`config.mk`:
```
export PLATFORM = sky130hd
export DESIGN_NAME = nibble_lut_mult
export DESIGN_NICKNAME = d
export VERILOG_FILES = /design/src/rtl/nlm_pkg.sv /design/src/rtl/pp_table.sv /design/src/rtl/pp_combiner.sv /design/src/rtl/nibble_lut_mult.sv
export SDC_FILE = /design/constraint.sdc
export NUM_CORES = 1
export LEC_CHECK = 0
export ABC_CLOCK_PERIOD_IN_PS = 4000
export BUFFER_PORTS_ARGS = -buffer_cell sky130_fd_sc_hd__buf_2
export CAP_MARGIN = 15
export CORE_MARGIN = 3
export CORE_UTILIZATION = 55
export CTS_CLUSTER_DIAMETER = 100
export DETAILED_ROUTE_END_ITERATION = 16
export PLACE_DENSITY_LB_ADDON = 0.12
export SLEW_MARGIN = 5
export SYNTH_ARGS = -nofsm -noshare
export SYNTH_HDL_FRONTEND = slang
export SYNTH_HIERARCHICAL = 1
export SYNTH_SLANG_ARGS = --single-unit
```
`constraint.sdc`:
```
create_clock -name clk -period 4 [get_ports clk]
set_input_delay 1 -clock clk [delete_from_list [all_inputs] [get_ports clk]]
set_output_delay 1 -clock clk [all_outputs]
set_load 0.02 [all_outputs]
```
`src/rtl/nlm_pkg.sv`:
```
// Package: shared types and the constant-table entry function for the
// nibble-table multiplier. Assumes data widths of at most 16 bits.
package nlm_pkg;

    // Table selector encoding used on the load port.
    typedef enum logic {
        TBL_LOW  = 1'b0,
        TBL_HIGH = 1'b1
    } tbl_id_e;

    // Partial product for entry k of one table, used only by the constant
    // (read-only) variant. In signed mode the coefficient is two's complement,
    // and the high table treats its index as a signed nibble.
    function automatic int table_entry(input int coef, input int k,
                                       input int data_w, input bit is_high,
                                       input bit signed_mode);
        int c;
        int idx;
        int nib_w;
        nib_w = data_w / 2;
        c     = coef;
        idx   = k;
        if (signed_mode && c >= (1 << (data_w - 1)))
            c = c - (1 << data_w);
        if (signed_mode && is_high && idx >= (1 << (nib_w - 1)))
            idx = idx - (1 << nib_w);
        return c * idx;
    endfunction

endpackage

```
`src/rtl/pp_table.sv`:
```
// Module: pp_table
// One partial-product table with a registered read port. With WRITABLE = 1
// it is a small write-first-free storage array: a write and a read at the
// same edge return the old entry. With WRITABLE = 0 the entries are
// constants computed from COEF, and the write inputs are ignored.
// Assumes the caller never reads an entry it has not written (writable form).
module pp_table #(
    parameter int DATA_W      = 8,
    parameter int NIB_W       = DATA_W / 2,
    parameter int PP_W        = DATA_W + NIB_W,
    parameter bit WRITABLE    = 1'b1,
    parameter bit SIGNED_MODE = 1'b0,
    parameter bit IS_HIGH     = 1'b0,
    parameter int COEF        = 0
) (
    input  logic             clk,
    input  logic             wr_en,
    input  logic [NIB_W-1:0] wr_addr,
    input  logic [PP_W-1:0]  wr_data,
    input  logic [NIB_W-1:0] rd_addr,
    output logic [PP_W-1:0]  rd_data
);
    import nlm_pkg::*;

    localparam int DEPTH = 1 << NIB_W;

    generate
        if (WRITABLE) begin : g_ram
            logic [PP_W-1:0] entries [DEPTH];

            // Store a new partial product on a load-port write.
            always_ff @(posedge clk) begin
                if (wr_en)
                    entries[wr_addr] <= wr_data;
            end

            // Registered read; sees the pre-write value on a same-edge write.
            always_ff @(posedge clk) begin
                rd_data <= entries[rd_addr];
            end
        end else begin : g_rom
            logic [PP_W-1:0] consts [DEPTH];

            for (genvar k = 0; k < DEPTH; k++) begin : g_entry
                assign consts[k] = PP_W'(table_entry(COEF, k, DATA_W, IS_HIGH, SIGNED_MODE));
            end

            // Registered read of the constant table.
            always_ff @(posedge clk) begin
                rd_data <= consts[rd_addr];
            end
        end
    endgenerate

endmodule

```
`src/rtl/pp_combiner.sv`:
```
// Module: pp_combiner
// Merges the two partial products into the product register. The low
// NIB_W bits of the low partial product pass straight through; the rest is
// widened (zero- or sign-extended) and added to the high partial product
// with an adder that is only PROD_W - NIB_W bits wide.
// Assumes PP_W == PROD_W - NIB_W and that both inputs belong to one sample.
module pp_combiner #(
    parameter int NIB_W       = 4,
    parameter int PP_W        = 12,
    parameter int PROD_W      = 16,
    parameter bit SIGNED_MODE = 1'b0
) (
    input  logic              clk,
    input  logic              rst_n,
    input  logic              pp_valid,
    input  logic [PP_W-1:0]   lo_pp,
    input  logic [PP_W-1:0]   hi_pp,
    output logic              out_valid,
    output logic [PROD_W-1:0] product
);
    localparam int UP_W  = PROD_W - NIB_W;
    localparam int TOP_W = PP_W - NIB_W;

    logic [TOP_W-1:0] lo_top;
    logic [UP_W-1:0]  lo_wide;
    logic [UP_W-1:0]  upper_sum;

    assign lo_top = lo_pp[PP_W-1:NIB_W];

    generate
        if (SIGNED_MODE) begin : g_sext
            assign lo_wide = {{(UP_W - TOP_W){lo_top[TOP_W-1]}}, lo_top};
        end else begin : g_zext
            assign lo_wide = {{(UP_W - TOP_W){1'b0}}, lo_top};
        end
    endgenerate

    // Weighted add: high partial product sits NIB_W bits above the low one.
    always_comb begin
        upper_sum = hi_pp[UP_W-1:0] + lo_wide;
    end

    // Valid strobe of the output stage.
    always_ff @(posedge clk) begin
        if (!rst_n)
            out_valid <= 1'b0;
        else
            out_valid <= pp_valid;
    end

    // Product register; loads only for a valid sample, otherwise holds.
    always_ff @(posedge clk) begin
        if (!rst_n)
            product <= '0;
        else if (pp_valid)
            product <= {upper_sum, lo_pp[NIB_W-1:0]};
    end

endmodule

```
`src/rtl/nibble_lut_mult.sv`:
```
// Module: nibble_lut_mult (top)
// Constant-coefficient multiplier built from two nibble-indexed tables of
// partial products and one weighted add. Latency is two clocks: the table
// read is registered, then the add is registered. The load port rewrites
// table entries. Assumes DATA_W is even and the tables are filled before use.
module nibble_lut_mult #(
    parameter int DATA_W      = 8,
    parameter bit SIGNED_MODE = 1'b0,
    parameter bit WRITABLE    = 1'b1,
    parameter int COEF        = 0,
    localparam int NIB_W      = DATA_W / 2,
    localparam int PP_W       = DATA_W + NIB_W,
    localparam int PROD_W     = 2 * DATA_W
) (
    input  logic              clk,
    input  logic              rst_n,
    input  logic              in_valid,
    input  logic [DATA_W-1:0] in_sample,
    input  logic              tbl_we,
    input  logic              tbl_sel,
    input  logic [NIB_W-1:0]  tbl_addr,
    input  logic [PP_W-1:0]   tbl_wdata,
    output logic              out_valid,
    output logic [PROD_W-1:0] product
);
    import nlm_pkg::*;

    localparam int N_TBL = 2;

    logic [PP_W-1:0] pp [N_TBL];
    logic            s1_valid;

    generate
        for (genvar g = 0; g < N_TBL; g++) begin : g_tbl
            logic             we_g;
            logic [NIB_W-1:0] idx_g;

            assign we_g  = tbl_we && (tbl_id_e'(tbl_sel) == tbl_id_e'(g));
            assign idx_g = in_sample[g*NIB_W +: NIB_W];

            pp_table #(
                .DATA_W      (DATA_W),
                .NIB_W       (NIB_W),
                .PP_W        (PP_W),
                .WRITABLE    (WRITABLE),
                .SIGNED_MODE (SIGNED_MODE),
                .IS_HIGH     (g == 1),
                .COEF        (COEF)
            ) u_table (
                .clk     (clk),
                .wr_en   (we_g),
                .wr_addr (tbl_addr),
                .wr_data (tbl_wdata),
                .rd_addr (idx_g),
                .rd_data (pp[g])
            );
        end
    endgenerate

    // Valid strobe that travels alongside the table read stage.
    always_ff @(posedge clk) begin
        if (!rst_n)
            s1_valid <= 1'b0;
        else
            s1_valid <= in_valid;
    end

    pp_combiner #(
        .NIB_W       (NIB_W),
        .PP_W        (PP_W),
        .PROD_W      (PROD_W),
        .SIGNED_MODE (SIGNED_MODE)
    ) u_comb (
        .clk       (clk),
        .rst_n     (rst_n),
        .pp_valid  (s1_valid),
        .lo_pp     (pp[0]),
        .hi_pp     (pp[1]),
        .out_valid (out_valid),
        .product   (product)
    );

endmodule

```
==> results of run 1 <==
## cell usage in the layout (no fill, tap or decap), types with 11 or more instances in the layout
cell type    n
edfxtp_1   384
mux4_2      66
a22oi_1     48
clkbuf_16   45
buf_2       45
dfxtp_1     42
nor2_1      37
nand2_1     35
buf_4       34
mux4_1      30
clkbuf_1    13
nand3_1     11
## power breakdown
group | leakage (nW) | switching (W) | internal [W]
sequential | 3.81 | 0.0000415 | 0.00494
combinational | 1.69 | 0.000337 | 0.000210
clock | 0.673 | 0.00157 | 0.00228
total | 6.17 | 0.00195 | 0.00743
## layer usage
layer | vias up | track usage | wire length [um]
met5 | - | 0 | 0
met4 | 0 | 0.0504 | 540
met3 | 52 | 0.0400 | 2260
met2 | 285 | 0.330 | 15900
met1 | 4040 | 0.329 | 14200
li1 | 3455 | - | -
## worst min path at each step
stage                                 endpoint                                start  slack, ps  cells after the start
4_1_cts         u_comb/product[8]$_SDFFE_PN0P_       u_comb/product[8]$_SDFFE_PN0P_        460                      2
6_report       u_comb/product[10]$_SDFFE_PN0P_      u_comb/product[10]$_SDFFE_PN0P_        460                      2
2_1_floorplan   u_comb/product[0]$_SDFFE_PN0P_  g_tbl[0].u_table/rd_data[0]$_DFF_P_        440                      2
3_5_place_dp    u_comb/product[8]$_SDFFE_PN0P_       u_comb/product[8]$_SDFFE_PN0P_        450                      2
3_3_place_gp   u_comb/product[10]$_SDFFE_PN0P_      u_comb/product[10]$_SDFFE_PN0P_        430                      2
5_1_grt         u_comb/product[8]$_SDFFE_PN0P_       u_comb/product[8]$_SDFFE_PN0P_        480                      2
## cell type report
| cell class | instances | share of cell area |
|---|---|---|
| multi-input combinational | 319 | 0.201 |
| clock inverter | 16 | 0.00684 |
| inverter | 3 | 0.000610 |
| timing repair buffer | 81 | 0.0282 |
| sequential | 426 | 0.670 |
| antenna | 1 | 0.000135 |
| clock buffer | 63 | 0.0673 |
| tap | 384 | 0.0260 |
## cells in the mapped netlist (all sizes together) (3+ instances only)
| master | number |
|---|---|
| buf | 19 |
| nand2b | 4 |
| nand3 | 11 |
| nand3b | 4 |
| o211ai | 5 |
| mux4 | 96 |
| or3b | 3 |
| and2 | 4 |
| edfxtp | 384 |
| dfxtp | 42 |
| clkbuf | 14 |
| a21oi | 7 |
| nor3 | 14 |
| o21a | 3 |
| nand2 | 35 |
| nor2b | 4 |
| mux2i | 6 |
| inv | 3 |
| o21ai | 8 |
| ha | 8 |
| a211oi | 5 |
| a22oi | 48 |
| nor2 | 37 |
## worst max-delay path: stages
cell	delay (ps)
buf_2	100
and2b_2	260
or3b_1	420
nor3_2	820
## state kept, by name, indices dropped and copies added, names as in the netlist
signal / flops
g_tbl.u_table/g_ram.entries: 384
g_tbl.u_table/rd_data: 24
s1_valid: 1
u_comb/out_valid: 1
u_comb/product: 16
## stage by stage
step | util | instance area, um^2
after global routing | 0.638 | 18500
after detailed placement | 0.591 | 17100
after global placement | 0.591 | 17100
after CTS | 0.638 | 18500
after floorplan | - | 16300
final | 0.638 | 18500
## cell families (layout without fill, tap and decap cells)
group	after synthesis	count (layout)	share of synthesized area
AO/OA/AOI/OAI	81	81	0.0369
flip-flops	426	426	0.760
AND/OR/NAND/NOR	123	123	0.0360
buffers and inverters	36	163	0.0144
adder cells (fa/ha/maj)	9	9	0.00738
multiplexers	102	102	0.143
other	0	1	0
XOR/XNOR	4	4	0.00215
==> run metrics, run 1 <==
initial antenna violation count=1; Synth Register Bits=426; P&R area growth vs syn=13.4%; first-pass GRT wire length=50,200 um; DR iter-0 viols=810; Hold-fix buffers, CTS=0; Setup crit end=g_tbl[0].u_table/g_ram.entries[0][1]$_DFFE_PP_; routed len/inst=25.5 um; Total GRT Usage=0.216; detailed placement HPWL=19,400 um; CTS tree=built; total CTS buffers=43; CTS Buffer Depth=3; die area=31,700 um^2; Post-CTS Resized=0; H-Tree Depth=2; worst flop-to-flop path endpoint=u_comb/product[14]$_SDFFE_PN0P_; Final min period=2460 ps; Power Total=0.00938 W; r2r setup slk=1920 ps; cell accounting for the most synthesized area=edfxtp_1; Power Dens Cells=508 nW/um^2; postcts setup bufs=0; dpl cells=1,213; arrival time worst endpoint=2600 ps; hold crit path type=reg -> reg; Antenna Nets Post-Route=0; multi-input gate area in the final layout=3710 um^2; drt via density=6.06; Final Hold Viols=0; Setup WS post-layout=1540 ps; sequential fraction of the synthesis area=0.760; Setup Viol. Count Final=0; Max Freq=0.407 GHz; Clock Latency Late Sink=530 ps; Final Max Tran Viols=0; main flop type after synthesis=edfxtp_1; Slew @ Worst Pin=1150 ps; final RePlAce weighted congestion=0.791; grt total ovfl=0; clk root buf=clkbuf_16; clock tree sinks=426; Die Ht=178 um; Post-Layout Cell Count=1,293; CP Launch Point=tbl_sel; synth top area cells=edfxtp_1 (71%), mux4_2 (9.1%), dfxtp_1 (5.2%); core area=28,900 um^2; Worst VDD drop=0.331 mV; ratio of cells with drive above 1 in the final layout=0.247; flip-flop and latch area=12,400 um^2; final net count=912; Core Rows=62; Synth top area share=0.708; Initial Util=0.563; Post-Syn Nets=819; relative slew slack=0.235; Post-Syn Instances=781; Post-Syn Area=16,300 um^2; Yosys warnings=6; First-pass DRT Iterations=5; mean post-synth cell area=20.8 um^2; Worst Path Required=4140 ps; RSZ-0062 raised after global routing=false; routed wire length=32,900 um; crit path launch type=input port; status=completed; # fillers=1,969; critical path type=in -> reg; Min Hold Slack=457 ps; TNS Setup=0 ps; # port buffers=45; fin crit share=0.615; FF-to-FF path depth=6; Synth async-reset ratio=0; Lkg Pwr=6.17 nW; synth unique cells=47; Post-synth EDFFs=384; skew final=14.1 ps; Max Cap Viol=0; die width=178 um; clk slew on worst S/H paths=60 ps; IO Pins=46; CP endpoint kind=flip-flop; largest net degree at the start of global routing=49; vias in the first global route=8,058; worst reg2reg startpoint=g_tbl[1].u_table/rd_data[0]$_DFF_P_; # DRC=0; vias after detailed routing=7,832; CP max FO=12; pre-CTS WS=989 ps
Note: power is estimated with default switching activity, not from simulation.
==> run 2, diff against run 1 <==
--- a/config.mk
+++ b/config.mk
@@ -5,7 +5,7 @@
 export SDC_FILE = /design/constraint.sdc
 export NUM_CORES = 1
 export LEC_CHECK = 0
-export ABC_CLOCK_PERIOD_IN_PS = 4000
+export ABC_CLOCK_PERIOD_IN_PS = 2480
 export BUFFER_PORTS_ARGS = -buffer_cell sky130_fd_sc_hd__buf_2
 export CAP_MARGIN = 15
 export CORE_MARGIN = 3
==> constraint.sdc (replaced) <==
create_clock -name clk -period 2.48 [get_ports clk]
set_input_delay 0.62 -clock clk [delete_from_list [all_inputs] [get_ports clk]]
set_output_delay 0.62 -clock clk [all_outputs]
set_load 0.02 [all_outputs]
==> run metrics, run 2 (same netlist as run 1, synthesis figures left out) <==
critical path type=reg -> reg (was in -> reg); pre-CTS WS=82.7 ps (was 989 ps); vias after detailed routing=7,865 (was 7,832); top flop regs=g_tbl.u_table/g_ram.entries: 384 flops, g_tbl.u_table/rd_data: 24 flops, u_comb/product: 16 flops (unchanged); Initial Util=0.563 (unchanged); Worst Path Required=2880 ps (was 4140 ps); clk slew on worst S/H paths=60 ps (about the same); Power Dens Cells=818 nW/um^2 (was 508 nW/um^2); # fillers=1,901 (was 1,969); Antenna Nets Post-Route=0 (unchanged); Post-CTS Resized=0 (unchanged); core area=28,900 um^2 (unchanged); Core Rows=62 (unchanged); largest net degree at the start of global routing=49 (unchanged); IO Pins=46 (unchanged); die area=31,700 um^2 (unchanged); CP endpoint kind=flip-flop (unchanged); most frequent cells in the layout=edfxtp_1 (384), mux4_2 (66), a22oi_1 (48) (unchanged); postcts setup bufs=0 (unchanged); RSZ-0062 raised after global routing=false (unchanged); Max Cap Viol=0 (unchanged); r2r setup slk=360 ps (was 1920 ps); Area after DPL=17,200 um^2 (was 17,100 um^2); Lkg Pwr=6.22 nW (was 6.17 nW); multi-input gate area in the final layout=3720 um^2 (was 3710 um^2); Max Freq=0.471 GHz; drt via density=6.05 (was 6.06); Setup WS post-layout=359 ps (was 1540 ps); TNS Setup=0 ps (unchanged); most common cell after layout, fill and taps aside=edfxtp_1 (unchanged); routed wire length=33,800 um (was 32,900 um); crit path launch type=flip-flop (was input port); clock tree sinks=426 (unchanged); Final Hold Viols=0 (unchanged); H-Tree Depth=2 (unchanged); grt total ovfl=0 (unchanged); arrival time worst endpoint=2520 ps (was 2600 ps); Clock Latency Late Sink=540 ps (was 530 ps); Min Hold Slack=317 ps (was 457 ps); die width=178 um (unchanged); Final min period=2120 ps; CP max FO=4 (was 12); DR iter-0 viols=776 (was 810); final RePlAce weighted congestion=0.751 (was 0.791); CTS Buffer Depth=3 (unchanged); n_diodes=0 (was 1); status=completed (unchanged); Total GRT Usage=0.218 (was 0.216); Die Ht=178 um (unchanged); CTS tree=built (unchanged); Util after Layout=0.642 (was 0.638); vias in the first global route=8,067 (was 8,058); Setup Viol. Count Final=0 (unchanged); Slew @ Worst Pin=1100 ps (was 1150 ps); P&R area growth vs syn=14.1% (was 13.4%); final net count=919 (was 912); Worst VDD drop=0.488 mV (was 0.331 mV); skew final=23.0 ps (was 14.1 ps); # port buffers=45 (unchanged); relative slew slack=0.267 (was 0.235); total CTS buffers=43 (unchanged); hold crit path type=in -> reg (was reg -> reg); # DRC=0 (unchanged); Final Max Tran Viols=0 (unchanged); final instance area=18,600 um^2 (was 18,500 um^2); Largest register FFs=384 (unchanged); Hold-fix buffers, CTS=0 (unchanged); detailed placement HPWL=20,200 um (was 19,400 um); fin crit share=0.855; initial antenna violation count=0 (was 1); ratio of cells with drive above 1 in the final layout=0.254 (was 0.247); first-pass GRT wire length=50,300 um (was 50,200 um); Top reg by flops=g_tbl.u_table/g_ram.entries (unchanged); clk root buf=clkbuf_16 (unchanged); flip-flop and latch area=12,400 um^2 (unchanged); First-pass DRT Iterations=5 (unchanged); routed len/inst=26.0 um (was 25.5 um)
==> run 2: cell count changes in the layout (fill, tap and decap cells not counted), sizes merged <==
cell	change
inv	+1
clkinv	-1
clkbuf	-1
bufinv	+1
diode	-1
buf	+7
==> run 2: cell type report <==
class                           count  area share
Tap cell                          384      0.0259
Inverter                            3    0.000606
Clock inverter                     17     0.00990
Clock buffer                       62      0.0650
Multi-Input combinational cell    319       0.200
Sequential cell                   426       0.666
Timing Repair Buffer               88      0.0329
==> run 2: metrics by stage <==
step	std cells	total power [W]
3_3_place_gp	1220	0.00907
4_1_cts	1299	0.0154
6_report	1299	0.0152
5_1_grt	1299	0.0157
3_5_place_dp	1220	0.00910
2_1_floorplan	781	0.00873
==> run 2: path summary, 6_finish.rpt <==
path / cells after the start / endpoint / startpoint
max reg2reg: 6 / u_comb/product[14]$_SDFFE_PN0P_ / g_tbl[0].u_table/rd_data[4]$_DFF_P_
min: 2 / s1_valid$_SDFF_PN0_ / in_valid
min reg2reg: 2 / u_comb/product[8]$_SDFFE_PN0P_ / u_comb/product[8]$_SDFFE_PN0P_
max: 6 / u_comb/product[14]$_SDFFE_PN0P_ / g_tbl[0].u_table/rd_data[4]$_DFF_P_
==> run 2: per-layer routing <==
layer | GRT usage | vias up | wire length [um]
met4 | 0.0514 | 0 | 595
li1 | - | 3470 | -
met3 | 0.0334 | 44 | 2240
met2 | 0.341 | 281 | 16100
met5 | 0 | - | 0
met1 | 0.330 | 4070 | 14800
==> run 2: where the power goes <==
part	internal, W	switching (W)
Clock	0.00372	0.00255
Sequential	0.00797	0.0000737
Combinational	0.000351	0.000554
==> run 2: critical path, cell delays in order, from the launching register on <==
cell      delay, ps
dfxtp_1         350
ha_1            270
fa_1            430
a211oi_2        370
o211ai_2        180
a211oi_1        320
nor3_2           80
==> run 3, diff against run 2 <==
--- a/config.mk
+++ b/config.mk
@@ -8,6 +8,8 @@
 export ABC_CLOCK_PERIOD_IN_PS = 2480
 export BUFFER_PORTS_ARGS = -buffer_cell sky130_fd_sc_hd__buf_2
 export CAP_MARGIN = 15
+export CELL_PAD_IN_SITES_DETAIL_PLACEMENT = 0
+export CELL_PAD_IN_SITES_GLOBAL_PLACEMENT = 1
 export CORE_MARGIN = 3
 export CORE_UTILIZATION = 55
 export CTS_CLUSTER_DIAMETER = 100
==> run metrics, run 3 (same netlist as run 1, synthesis figures left out) <==
IO Pins=46 (unchanged); Total GRT Usage=0.220 (was 0.218); Power Dens Cells=815 nW/um^2 (was 818 nW/um^2); Largest register FFs=384 (unchanged); largest net degree at the start of global routing=49 (unchanged); H-Tree Depth=2 (unchanged); # DRC=0 (unchanged); Power Total=0.0151 W (was 0.0152 W); final net count=919 (unchanged); top flop regs=g_tbl.u_table/g_ram.entries: 384 flops, g_tbl.u_table/rd_data: 24 flops, u_comb/product: 16 flops (unchanged); CTS Buffer Depth=3 (unchanged); Lkg Pwr=6.22 nW (about the same); RSZ-0062 raised after global routing=false (unchanged); hold crit path type=in -> reg (unchanged); Final Max Tran Viols=0 (unchanged); most common cell after layout, fill and taps aside=edfxtp_1 (unchanged); Post-CTS Resized=0 (unchanged); CP max FO=4 (unchanged); die width=178 um (unchanged); initial antenna violation count=0 (unchanged); # port buffers=45 (unchanged); critical path type=reg -> reg (unchanged); P&R area growth vs syn=14.1% (about the same); core area=28,900 um^2 (unchanged); Worst Path Required=2890 ps (was 2880 ps); Final min period=2110 ps (was 2120 ps); Top reg by flops=g_tbl.u_table/g_ram.entries (unchanged); ratio of cells with drive above 1 in the final layout=0.248 (was 0.254); Initial Util=0.563 (unchanged); grt total ovfl=0 (unchanged); arrival time worst endpoint=2520 ps (about the same); Setup Viol. Count Final=0 (unchanged); Largest stage delay, worst path=430 ps (about the same); routed wire length=33,300 um (was 33,800 um); Antenna Nets Post-Route=0 (unchanged); die area=31,700 um^2 (unchanged); n_diodes=0 (unchanged); Max Freq=0.474 GHz (was 0.471 GHz); dpl cells=1,219 (was 1,220); status=completed (unchanged); detailed placement HPWL=20,200 um (about the same); crit path launch type=flip-flop (unchanged); Die Ht=178 um (unchanged); Slew @ Worst Pin=1070 ps (was 1100 ps); total CTS buffers=43 (unchanged); First-pass DRT Iterations=6 (was 5); postcts setup bufs=0 (unchanged); Hold-fix buffers, CTS=0 (unchanged); DR iter-0 viols=889 (was 776); CP endpoint kind=flip-flop (unchanged); final RePlAce weighted congestion=0.750 (was 0.751); CP cell instances=ha_1, fa_1, a211oi_2, o211ai_2, a211oi_1, nor3_2 (unchanged); routed len/inst=25.7 um (was 26.0 um); Core Rows=62 (unchanged); clk root buf=clkbuf_16 (unchanged); Final Hold Viols=0 (unchanged); Max Cap Viol=0 (unchanged); vias in the first global route=8,186 (was 8,067); most frequent cells in the layout=edfxtp_1 (384), mux4_2 (66), a22oi_1 (48) (unchanged); CTS tree=built (unchanged); drt via density=6.10 (was 6.05); clk slew on worst S/H paths=60 ps (about the same); Post-Layout Cell Count=1,299 (unchanged); first-pass GRT wire length=50,800 um (was 50,300 um); relative slew slack=0.283 (was 0.267); Area after DPL=17,200 um^2 (about the same); Worst VDD drop=0.575 mV (was 0.488 mV); fin crit share=0.850 (was 0.855); pre-CTS WS=268 ps (was 82.7 ps); Worst path slowest cell=fa_1 (unchanged); final instance area=18,600 um^2 (about the same); Clock Latency Late Sink=530 ps (was 540 ps); vias after detailed routing=7,918 (was 7,865); TNS Setup=0 ps (unchanged); skew final=11.4 ps (was 23.0 ps); Setup WS post-layout=372 ps (was 359 ps); clock tree sinks=426 (unchanged)
-- run 3: power breakdown --
group	switching (W)	internal, W	leakage, nW
Clock	0.00249	0.00371	0.666
Combinational	0.000555	0.000352	1.74
Sequential	0.0000739	0.00797	3.81
Total	0.00312	0.0120	6.22
-- run 3: path summary, 6_finish.rpt --
kind	startpoint	endpoint	slack (ps)	depth (start not counted)
min	in_valid	s1_valid$_SDFF_PN0_	310	2
min reg2reg	u_comb/product[10]$_SDFFE_PN0P_	u_comb/product[10]$_SDFFE_PN0P_	460	2
max	g_tbl[0].u_table/rd_data[4]$_DFF_P_	u_comb/product[14]$_SDFFE_PN0P_	370	6
max reg2reg	g_tbl[0].u_table/rd_data[4]$_DFF_P_	u_comb/product[14]$_SDFFE_PN0P_	370	6
-- run 3: layout make-up --
type / count / area [um^2]
multi-input combinational: 319 / 3720
tap: 384 / 480
clock inverter: 19 / 159
inverter: 3 / 11.3
clock buffer: 60 / 1210
fill: 1913 / 10400
timing repair buffer: 88 / 623
sequential: 426 / 12400
-- run 3: metrics by stage --
| step | hold slack (ps) | utilization |
|---|---|---|
| 2_1_floorplan | 440 | - |
| 3_3_place_gp | 436 | 0.594 |
| 3_5_place_dp | 461 | 0.594 |
| 4_1_cts | 301 | 0.642 |
| 5_1_grt | 325 | 0.642 |
| 6_report | 314 | 0.642 |
-- run 3: worst max-delay path, delay by kind of cell (launching register included) --
kind / cells / cell delay, ps
AND/OR/NAND/NOR: 1 / 80
adder cells (fa/ha/maj): 2 / 690
flip-flops: 1 / 350
AO/OA/AOI/OAI: 3 / 860
-- run 3: routing by layer --
metal | GRT usage | vias to the layer above | share of wire
met5 | 0 | - | 0
met4 | 0.0704 | 0 | 0.027
met3 | 0.0464 | 67 | 0.078
met2 | 0.333 | 299 | 0.47
met1 | 0.326 | 4081 | 0.42
li1 | - | 3471 | -
